### src/rtl/priv_timer_pkg.sv
package priv_timer_pkg;

    // Number of timer events awaiting service (request + one pending slot)
    typedef enum logic [1:0] {
        LVL_NONE = 2'd0,
        LVL_ONE  = 2'd1,
        LVL_TWO  = 2'd2
    } irq_lvl_e;

    typedef struct packed {
        logic fault;
    } gate_state_t;

    typedef struct packed {
        irq_lvl_e lvl;
    } irq_state_t;

endpackage

### src/rtl/priv_timer_load_gate.sv
module priv_timer_load_gate
    import priv_timer_pkg::*;
(
    input  logic clk,
    input  logic rst_n,
    input  logic user_mode_i,
    input  logic load_i,
    output logic accept_o,
    output logic fault_o
);

    gate_state_t st_d, st_q;

    always_comb begin
        st_d       = st_q;
        accept_o   = load_i && !user_mode_i;
        st_d.fault = load_i && user_mode_i;
    end

    always_ff @(posedge clk or negedge rst_n) begin
        if (!rst_n) st_q <= '0;
        else        st_q <= st_d;
    end

    assign fault_o = st_q.fault;

    AST_USER_LOAD_FAULTS: assert property (@(posedge clk) disable iff (!rst_n)
        (load_i && user_mode_i) |=> fault_o) else $error("user load without fault");

    AST_FAULT_ONE_CYCLE: assert property (@(posedge clk) disable iff (!rst_n)
        (fault_o && !(load_i && user_mode_i)) |=> !fault_o) else $error("fault stuck");

endmodule

### src/rtl/priv_timer_counter.sv
module priv_timer_counter #(
    parameter int CNT_W = 8
) (
    input  logic             clk,
    input  logic             rst_n,
    input  logic             accept_i,
    input  logic [CNT_W-1:0] load_val_i,
    input  logic             tick_i,
    output logic [CNT_W-1:0] count_o,
    output logic             expire_o
);

    localparam logic [CNT_W-1:0] CNT_ONE = CNT_W'(1);

    typedef struct packed {
        logic [CNT_W-1:0] count;
        logic             running;
    } cnt_state_t;

    cnt_state_t st_d, st_q;

    always_comb begin
        st_d     = st_q;
        expire_o = 1'b0;
        if (accept_i) begin
            st_d.count   = load_val_i;
            st_d.running = 1'b1;
        end else if (st_q.running && tick_i) begin
            if (st_q.count <= CNT_ONE) begin
                st_d.count   = '0;
                st_d.running = 1'b0;
                expire_o     = 1'b1;
            end else begin
                st_d.count = st_q.count - CNT_ONE;
            end
        end
    end

    always_ff @(posedge clk or negedge rst_n) begin
        if (!rst_n) st_q <= '0;
        else        st_q <= st_d;
    end

    assign count_o = st_q.count;

    AST_LOAD_TAKES_VALUE: assert property (@(posedge clk) disable iff (!rst_n)
        accept_i |=> (count_o == $past(load_val_i))) else $error("load lost");

    AST_DECREMENT: assert property (@(posedge clk) disable iff (!rst_n)
        (!accept_i && tick_i && st_q.running && count_o > CNT_ONE)
        |=> (count_o == $past(count_o) - CNT_ONE)) else $error("bad decrement");

    AST_NO_TICK_HOLD: assert property (@(posedge clk) disable iff (!rst_n)
        (!accept_i && !tick_i) |=> $stable(count_o)) else $error("count moved");

    AST_NO_WRAP: assert property (@(posedge clk) disable iff (!rst_n)
        (!accept_i && count_o == '0) |=> (count_o == '0)) else $error("count wrapped");

    AST_EXPIRE_ZERO: assert property (@(posedge clk) disable iff (!rst_n)
        expire_o |=> (count_o == '0 && !st_q.running)) else $error("expiry state");

endmodule

### src/rtl/priv_timer_irq_track.sv
module priv_timer_irq_track
    import priv_timer_pkg::*;
(
    input  logic clk,
    input  logic rst_n,
    input  logic expire_i,
    input  logic ack_i,
    output logic irq_o
);

    irq_state_t st_d, st_q;
    logic       serviced;

    always_comb begin
        st_d     = st_q;
        serviced = ack_i && (st_q.lvl != LVL_NONE);
        unique case ({serviced, expire_i})
            2'b10:   st_d.lvl = (st_q.lvl == LVL_TWO) ? LVL_ONE : LVL_NONE;
            2'b01:   st_d.lvl = (st_q.lvl == LVL_NONE) ? LVL_ONE : LVL_TWO;
            default: st_d.lvl = st_q.lvl;
        endcase
    end

    always_ff @(posedge clk or negedge rst_n) begin
        if (!rst_n) st_q.lvl <= LVL_NONE;
        else        st_q     <= st_d;
    end

    assign irq_o = (st_q.lvl != LVL_NONE);

    AST_EXPIRE_RAISES: assert property (@(posedge clk) disable iff (!rst_n)
        expire_i |=> irq_o) else $error("expiry not signalled");

    AST_IRQ_HELD: assert property (@(posedge clk) disable iff (!rst_n)
        (irq_o && !ack_i) |=> irq_o) else $error("request dropped");

    AST_IDLE_ACK_IGNORED: assert property (@(posedge clk) disable iff (!rst_n)
        (!irq_o && !expire_i) |=> !irq_o) else $error("spurious request");

    AST_PENDING_REISSUE: assert property (@(posedge clk) disable iff (!rst_n)
        (st_q.lvl == LVL_TWO && ack_i) |=> irq_o) else $error("pending lost");

endmodule

### src/rtl/priv_timer.sv
module priv_timer #(
    parameter int CNT_W = 8
) (
    input  logic             clk,
    input  logic             rst_n,
    input  logic             user_mode_i,
    input  logic             load_i,
    input  logic [CNT_W-1:0] load_val_i,
    input  logic             tick_i,
    input  logic             ack_i,
    output logic             irq_o,
    output logic [CNT_W-1:0] count_o,
    output logic             fault_o
);

    logic accept;
    logic expire;

    priv_timer_load_gate u_gate (
        .clk         (clk),
        .rst_n       (rst_n),
        .user_mode_i (user_mode_i),
        .load_i      (load_i),
        .accept_o    (accept),
        .fault_o     (fault_o)
    );

    priv_timer_counter #(.CNT_W(CNT_W)) u_counter (
        .clk        (clk),
        .rst_n      (rst_n),
        .accept_i   (accept),
        .load_val_i (load_val_i),
        .tick_i     (tick_i),
        .count_o    (count_o),
        .expire_o   (expire)
    );

    priv_timer_irq_track u_irq (
        .clk      (clk),
        .rst_n    (rst_n),
        .expire_i (expire),
        .ack_i    (ack_i),
        .irq_o    (irq_o)
    );

    AST_USER_LOAD_IGNORED: assert property (@(posedge clk) disable iff (!rst_n)
        (load_i && user_mode_i && !tick_i) |=> $stable(count_o)) else $error("user load applied");

endmodule

### config.mk
export PLATFORM = sky130hd
export DESIGN_NAME = priv_timer
export DESIGN_NICKNAME = d
export VERILOG_FILES = /design/src/rtl/priv_timer_pkg.sv /design/src/rtl/priv_timer_load_gate.sv /design/src/rtl/priv_timer_counter.sv /design/src/rtl/priv_timer_irq_track.sv /design/src/rtl/priv_timer.sv
export SDC_FILE = /design/constraint.sdc
export NUM_CORES = 1
export LEC_CHECK = 0
export ABC_AREA = 0
export BUFFER_PORTS_ARGS = -buffer_cell sky130_fd_sc_hd__clkbuf_2
export CAP_MARGIN = 20
export CELL_PAD_IN_SITES_DETAIL_PLACEMENT = 2
export CELL_PAD_IN_SITES_GLOBAL_PLACEMENT = 2
export CORE_AREA = 2 2 54 56
export DETAILED_ROUTE_END_ITERATION = 10
export DIE_AREA = 0 0 56 58
export PLACE_DENSITY = 0.88
export SLEW_MARGIN = 30
export SYNTH_ARGS = -nofsm -noshare
export SYNTH_HDL_FRONTEND = slang
export SYNTH_SLANG_ARGS = --single-unit
### constraint.sdc
create_clock -name clk -period 3 [get_ports clk]
set_input_delay 0.6 -clock clk [delete_from_list [all_inputs] [get_ports clk]]
set_output_delay 0.6 -clock clk [all_outputs]
set_load 0.01 [all_outputs]
Word level (Yosys, flattened, before mapping)
Cells that the tools add are included.
{"block": "classes", "n_addsub": 1, "n_lt_le_gt_ge": 1, "eq_ne": 3, "muxes": 10, "n_reduce_logical": 11}
{"operator": "two-way mux 9 bit", "n": 2}
{"operator": "<= comparator 8 x 1 -> 1 bit (second input constant)", "n": 1}
{"operator": "two-way mux 8 bit", "n": 1}
{"operator": "nonzero test 2 bit", "n": 4}
{"operator": "subtractor 8 x 1 -> 8 bit (second input constant)", "n": 1}
{"operator": "two-way mux 1 bit", "n": 5}
{"operator": "== test 2 bit (second input constant)", "n": 2}
{"operator": "logical AND 1 bit", "n": 4}
{"operator": "one-hot mux 2 bit (2 select lines)", "n": 1}
{"operator": "== test 2 x 1 -> 1 bit (second input constant)", "n": 1}
{"operator": "zero test 2 bit", "n": 1}
{"operator": "two-way mux 2 bit", "n": 1}
{"operator": "AND reduction 2 bit", "n": 1}
{"operator": "zero test 1 bit", "n": 1}
{"block": "word_totals", "regBits": 12, "in_bits": 14, "word_cells": 30}

Longest topological paths before layout
{"block": "depth", "ltp_word": 6, "depth_mapped": 9, "mapped_depth_nobuf": 9}

Hierarchy
Synthesis repeated with hierarchy kept, for this count alone.
{"block": "hier_totals", "cells_unflattened": 91, "hier_area_um2": 830.8}
{"module": "priv_timer_counter", "instances": 1, "cells_each": 77, "area_each_um2": 678.2}
{"module": "priv_timer_irq_track", "instances": 1, "cells_each": 11, "area_each_um2": 111.4}
{"module": "priv_timer_load_gate", "instances": 1, "cells_each": 3, "area_each_um2": 41.3}

Worst setup path before layout
OpenSTA, ideal clock, no wires.
{"block": "synth_path", "path_type": "reg2reg", "startpoint": "reg u_counter.st_q (netlist bit u_counter.count_o[0])", "endpoint": "reg u_irq.st_q[0] (netlist name)", "setup_time_ps": 118, "arrival_ps": 1630, "slack_ps": 1252, "stages_incl_launch_ff": 10, "n_path_buf": 0, "period_less_slack_ps": 1748, "path_cell_list": "dfrtp_1 inv_1 ha_1 or2_0 nand3_1 nor3_1 ha_1 xnor2_1 nor3_1 a21o_1"}
{"block": "synth_via", "elab_chain_cells": 6, "elab_cells_between_ends": 8, "cone_classes": "order compare: 1; eq/ne: 2; mux: 4; reduce/logical: 1"}
{"item": "start, declared", "line": "priv_timer_counter.sv:20", "source": "cnt_state_t st_d, st_q;"}
{"item": "start signal, assigned", "line": "priv_timer_counter.sv:41", "source": "else st_q <= st_d;"}
{"item": "<= comparator 8 x 1 -> 1 bit *", "line": "priv_timer_counter.sv:29", "source": "if (st_q.count <= CNT_ONE) begin"}
{"item": "two-way mux 1 bit *", "line": "priv_timer_counter.sv:29"}
{"item": "two-way mux 1 bit *", "line": "priv_timer_counter.sv:28", "source": "end else if (st_q.running && tick_i) begin"}
{"item": "two-way mux 1 bit *", "line": "priv_timer_counter.sv:25", "source": "if (accept_i) begin"}
{"item": "== test 2 x 1 -> 1 bit or == test 2 bit (tied branches)", "line": "priv_timer_irq_track.sv:17", "source": "unique case ({serviced, expire_i})"}
{"item": "one-hot mux 2 bit (2 select lines) or nonzero test 2 bit (tied branches)"}
{"item": "end signal, assigned", "line": "priv_timer_irq_track.sv:26", "source": "else st_q <= st_d;"}
{"item": "end, declared", "line": "priv_timer_irq_track.sv:11", "source": "irq_state_t st_d, st_q;"}
Mark *: on every way between the ends. The rest lies on a longest branch, timed or not.
A chain may end at the register's enable or synchronous reset.

Worst setup path in the final report
{"block": "layout_path", "startpoint": "reg u_counter.st_q (netlist bit u_counter.count_o[4])", "endpoint": "reg u_irq.st_q[0] (netlist name)"}
The elaborated chain is that of the path after synthesis.

==> flow_summary.toml <==
[status]
status = "finished clean"

[clocking]
ctsResizeCount = 0
cts_inserted_buffers = 3
insertion_delay_ns = 0.28
cts_tree = "built"
cts_max_path_buffers = 2
clkSlewWorstSetupHoldPaths_ns = 0.09
cts_sinks = 12
cts-root-buf = "clkbuf_4"
htree_num_levels = 1
postCtsHoldBufs = 0
cts_setup_buffers = 0

[pwr]
pwr-share-seq_pct = 45.3
pwr-share-comb_pct = 26.1
ir_drop_v = 0.000207
leakagePower_nw = 0.408
swShare_pct = 34.6
power_density_nw_per_um2 = 535
finalPower_w = 0.000475
p_sw_w = 0.000165
cellInternalPower_w = 0.000311
clock_power_share_pct = 28.5

[cells_and_area]
syn_to_final_growth_pct = 17.0
num_antenna_cells = 0
drive_above_1_share_pct = 30.8
finalNetCount = 122
final_core_util_pct = 33.4

[synthesis]
ys_seq_elements = 12
syn_area_per_cell_um2 = 8.83
synth_top_area_cell = "dfrtp_1"
yosys_warnings = 0
async_flop_share_pct = 100
yosysSeqAreaShare_pct = 39.5
synth_cells = 86
syn_nets = 103
synthTopCellsByCount = "dfrtp_1 (12), nor2_1 (10), buf_4 (8)"
yosysMostFrequentCell = "dfrtp_1"
syn-cell-area_um2 = 759
synth_top_area_share_pct = 39.5
ys_types = 33
synth_edf_count = 0
synthFlopType = "dfrtp_1"
synth_area_leaders = "dfrtp_1 (40%), buf_4 (7.9%), ha_1 (4.9%), nor2_1 (4.9%), a32oi_1 (3.5%)"

[die]
fp.coreArea_um2 = 2660
pin_count = 24
die_width_um = 56
rows = 19
dieArea_um2 = 3250
die_h_um = 58
floorplan.initialDensity_pct = 28.5

[worst_setup_path]
startpoint_type = "register"
timing.rr.end = "u_irq.st_q[0]"
reg2reg_slack_ns = 0.92
critPathMaxStageDelay_ns = 0.46
crit_top_cell = "nor3_1"
path_cells = "nor4_1 > nand3_1 > nor3_1 > ha_1 > nor3_1 > a21o_1"
arrival_ns = 2.30
worstPathRequired_ns = 3.22
rr_startpoint = "u_counter.count_o[4]"
cp_max_fo = 7
crit_slowest_cell = "dfrtp_1"
worstSetupPathType = "register to register"
crit_path_end_kind = "register"
rr_worst_depth = 6

[min_path]
hold_path.class = "input pin to async pin"

[timing]
fmax_ghz = 0.481
report.final.hold_viol_count = 0
fin_crit_ns = 2.08
worstMarginPinSlew_ns = 0.359
maxSlewHeadroom_pct = 75.9
finalSetupTns_ns = 0
grt_setup_unrepaired = "false"
fin_crit_sh_pct = 69.2
slew_violations = 0
fin_skew_ns = 0.00310
setup_violations = 0

[global_route]
grt_pass1_wl_um = 3860
grt_overflow = 0
grt_pass1_vias = 800
grtUsageTotal_pct = 15.6
antenna_found_initial = 0
grt_max_degree = 13

[placement]
place_congestion = 0.763
hpwl_um = 1710
port_buffers = 23

[detailed_routing]
via_count = 738
finalWirelength_um = 2260
wire_per_inst_um = 16.7
ant_nets = 0
drc = 0
drt_pass1_iterations = 4
initialDrtViolationCount = 7
avgViaCountPerCell = 5.47

[flow_run]
maxCapViolCount = 0
power by group through the flow:
| stage | sequential [W] | combinational, W | clock (W) |
|---|---|---|---|
| after global routing | 0.000221 | 0.000140 | 0.000147 |
| after CTS | 0.000215 | 0.000127 | 0.000141 |
| after global placement | 0.000214 | 0.000118 | 0 |
| after detailed placement | 0.000217 | 0.000125 | 0 |
| after floorplan | 0.000207 | 0.000101 | 0 |
| final | 0.000216 | 0.000124 | 0.000136 |
kinds of logic after synthesis:
| kind of cell | after synthesis | synth area share [%] |
|---|---|---|
| xor+xnor | 1 | 1.15 |
| buf+inv | 12 | 10.0 |
| fa+ha+maj | 3 | 4.94 |
| compound gates | 20 | 18.0 |
| simple gates | 38 | 26.4 |
| flops | 12 | 39.5 |
layout by cell type (no fill, tap or decap), drive strengths merged, types with 3 or more instances in the layout:
| cell | instances |
|---|---|
| a31oi | 3 |
| a32oi | 3 |
| clkbuf | 27 |
| dfrtp | 12 |
| ha | 3 |
| nand2 | 7 |
| nor2 | 10 |
| nor3 | 3 |
| o21ai | 5 |
| or2 | 3 |
| or3 | 3 |
| or4 | 3 |
layout make-up:
type | instances | area (um^2)
fill | 322 | 1770
multi-input combinational | 62 | 383
sequential | 12 | 300
timing repair buffer | 24 | 123
tap | 31 | 38.8
clock buffer | 4 | 36.3
inverter | 2 | 7.51
worst max-delay path, delay by kind of cell (launching register included):
family | cells | cell delay, ns
AND/OR/NAND/NOR | 4 | 1.13
flip-flops | 1 | 0.46
adder cells (fa/ha/maj) | 1 | 0.31
AO/OA/AOI/OAI | 1 | 0.12
registers in the layout, summed over array words and instances (netlist names):
signal / flops
u_counter.count_o: 8
u_irq.st_q: 2
u_counter.st_q: 1
u_gate.fault_o: 1
worst max-delay path by stage:
stage | from | to | slack [ns] | cells past startpoint
floorplan | u_counter.count_o[0] | u_irq.st_q[0] | 1.25 | 9
global placement | u_counter.count_o[0] | u_irq.st_q[0] | 1.09 | 9
detailed placement | u_counter.count_o[0] | u_irq.st_q[0] | 0.90 | 8
CTS | u_counter.count_o[0] | u_irq.st_q[0] | 0.88 | 8
global route | u_counter.count_o[0] | u_irq.st_q[0] | 0.68 | 8
finish | u_counter.count_o[4] | u_irq.st_q[0] | 0.92 | 6
layer usage:
metal | share of wire [%] | vias to the layer above | track usage [%]
li1 | - | 340 | -
met1 | 41 | 376 | 18.2
met2 | 54 | 19 | 29.2
met3 | 4.9 | 3 | 3.57
met4 | 0.62 | 0 | 3.06
met5 | 0 | - | 0
per-stage QoR:
| step | hold WS, ns | area (um^2) | setup slack, ns | instances |
|---|---|---|---|---|
| after CTS | 0.211 | 888 | 0.883 | 135 |
| after floorplan | 0.304 | 759 | 1.25 | 86 |
| after detailed placement | 0.522 | 852 | 0.904 | 131 |
| after global placement | 0.496 | 852 | 1.09 | 131 |
| after global routing | 0.213 | 888 | 0.684 | 135 |
| final | 0.210 | 888 | 0.923 | 135 |
(Power assumes the default switching activity.)
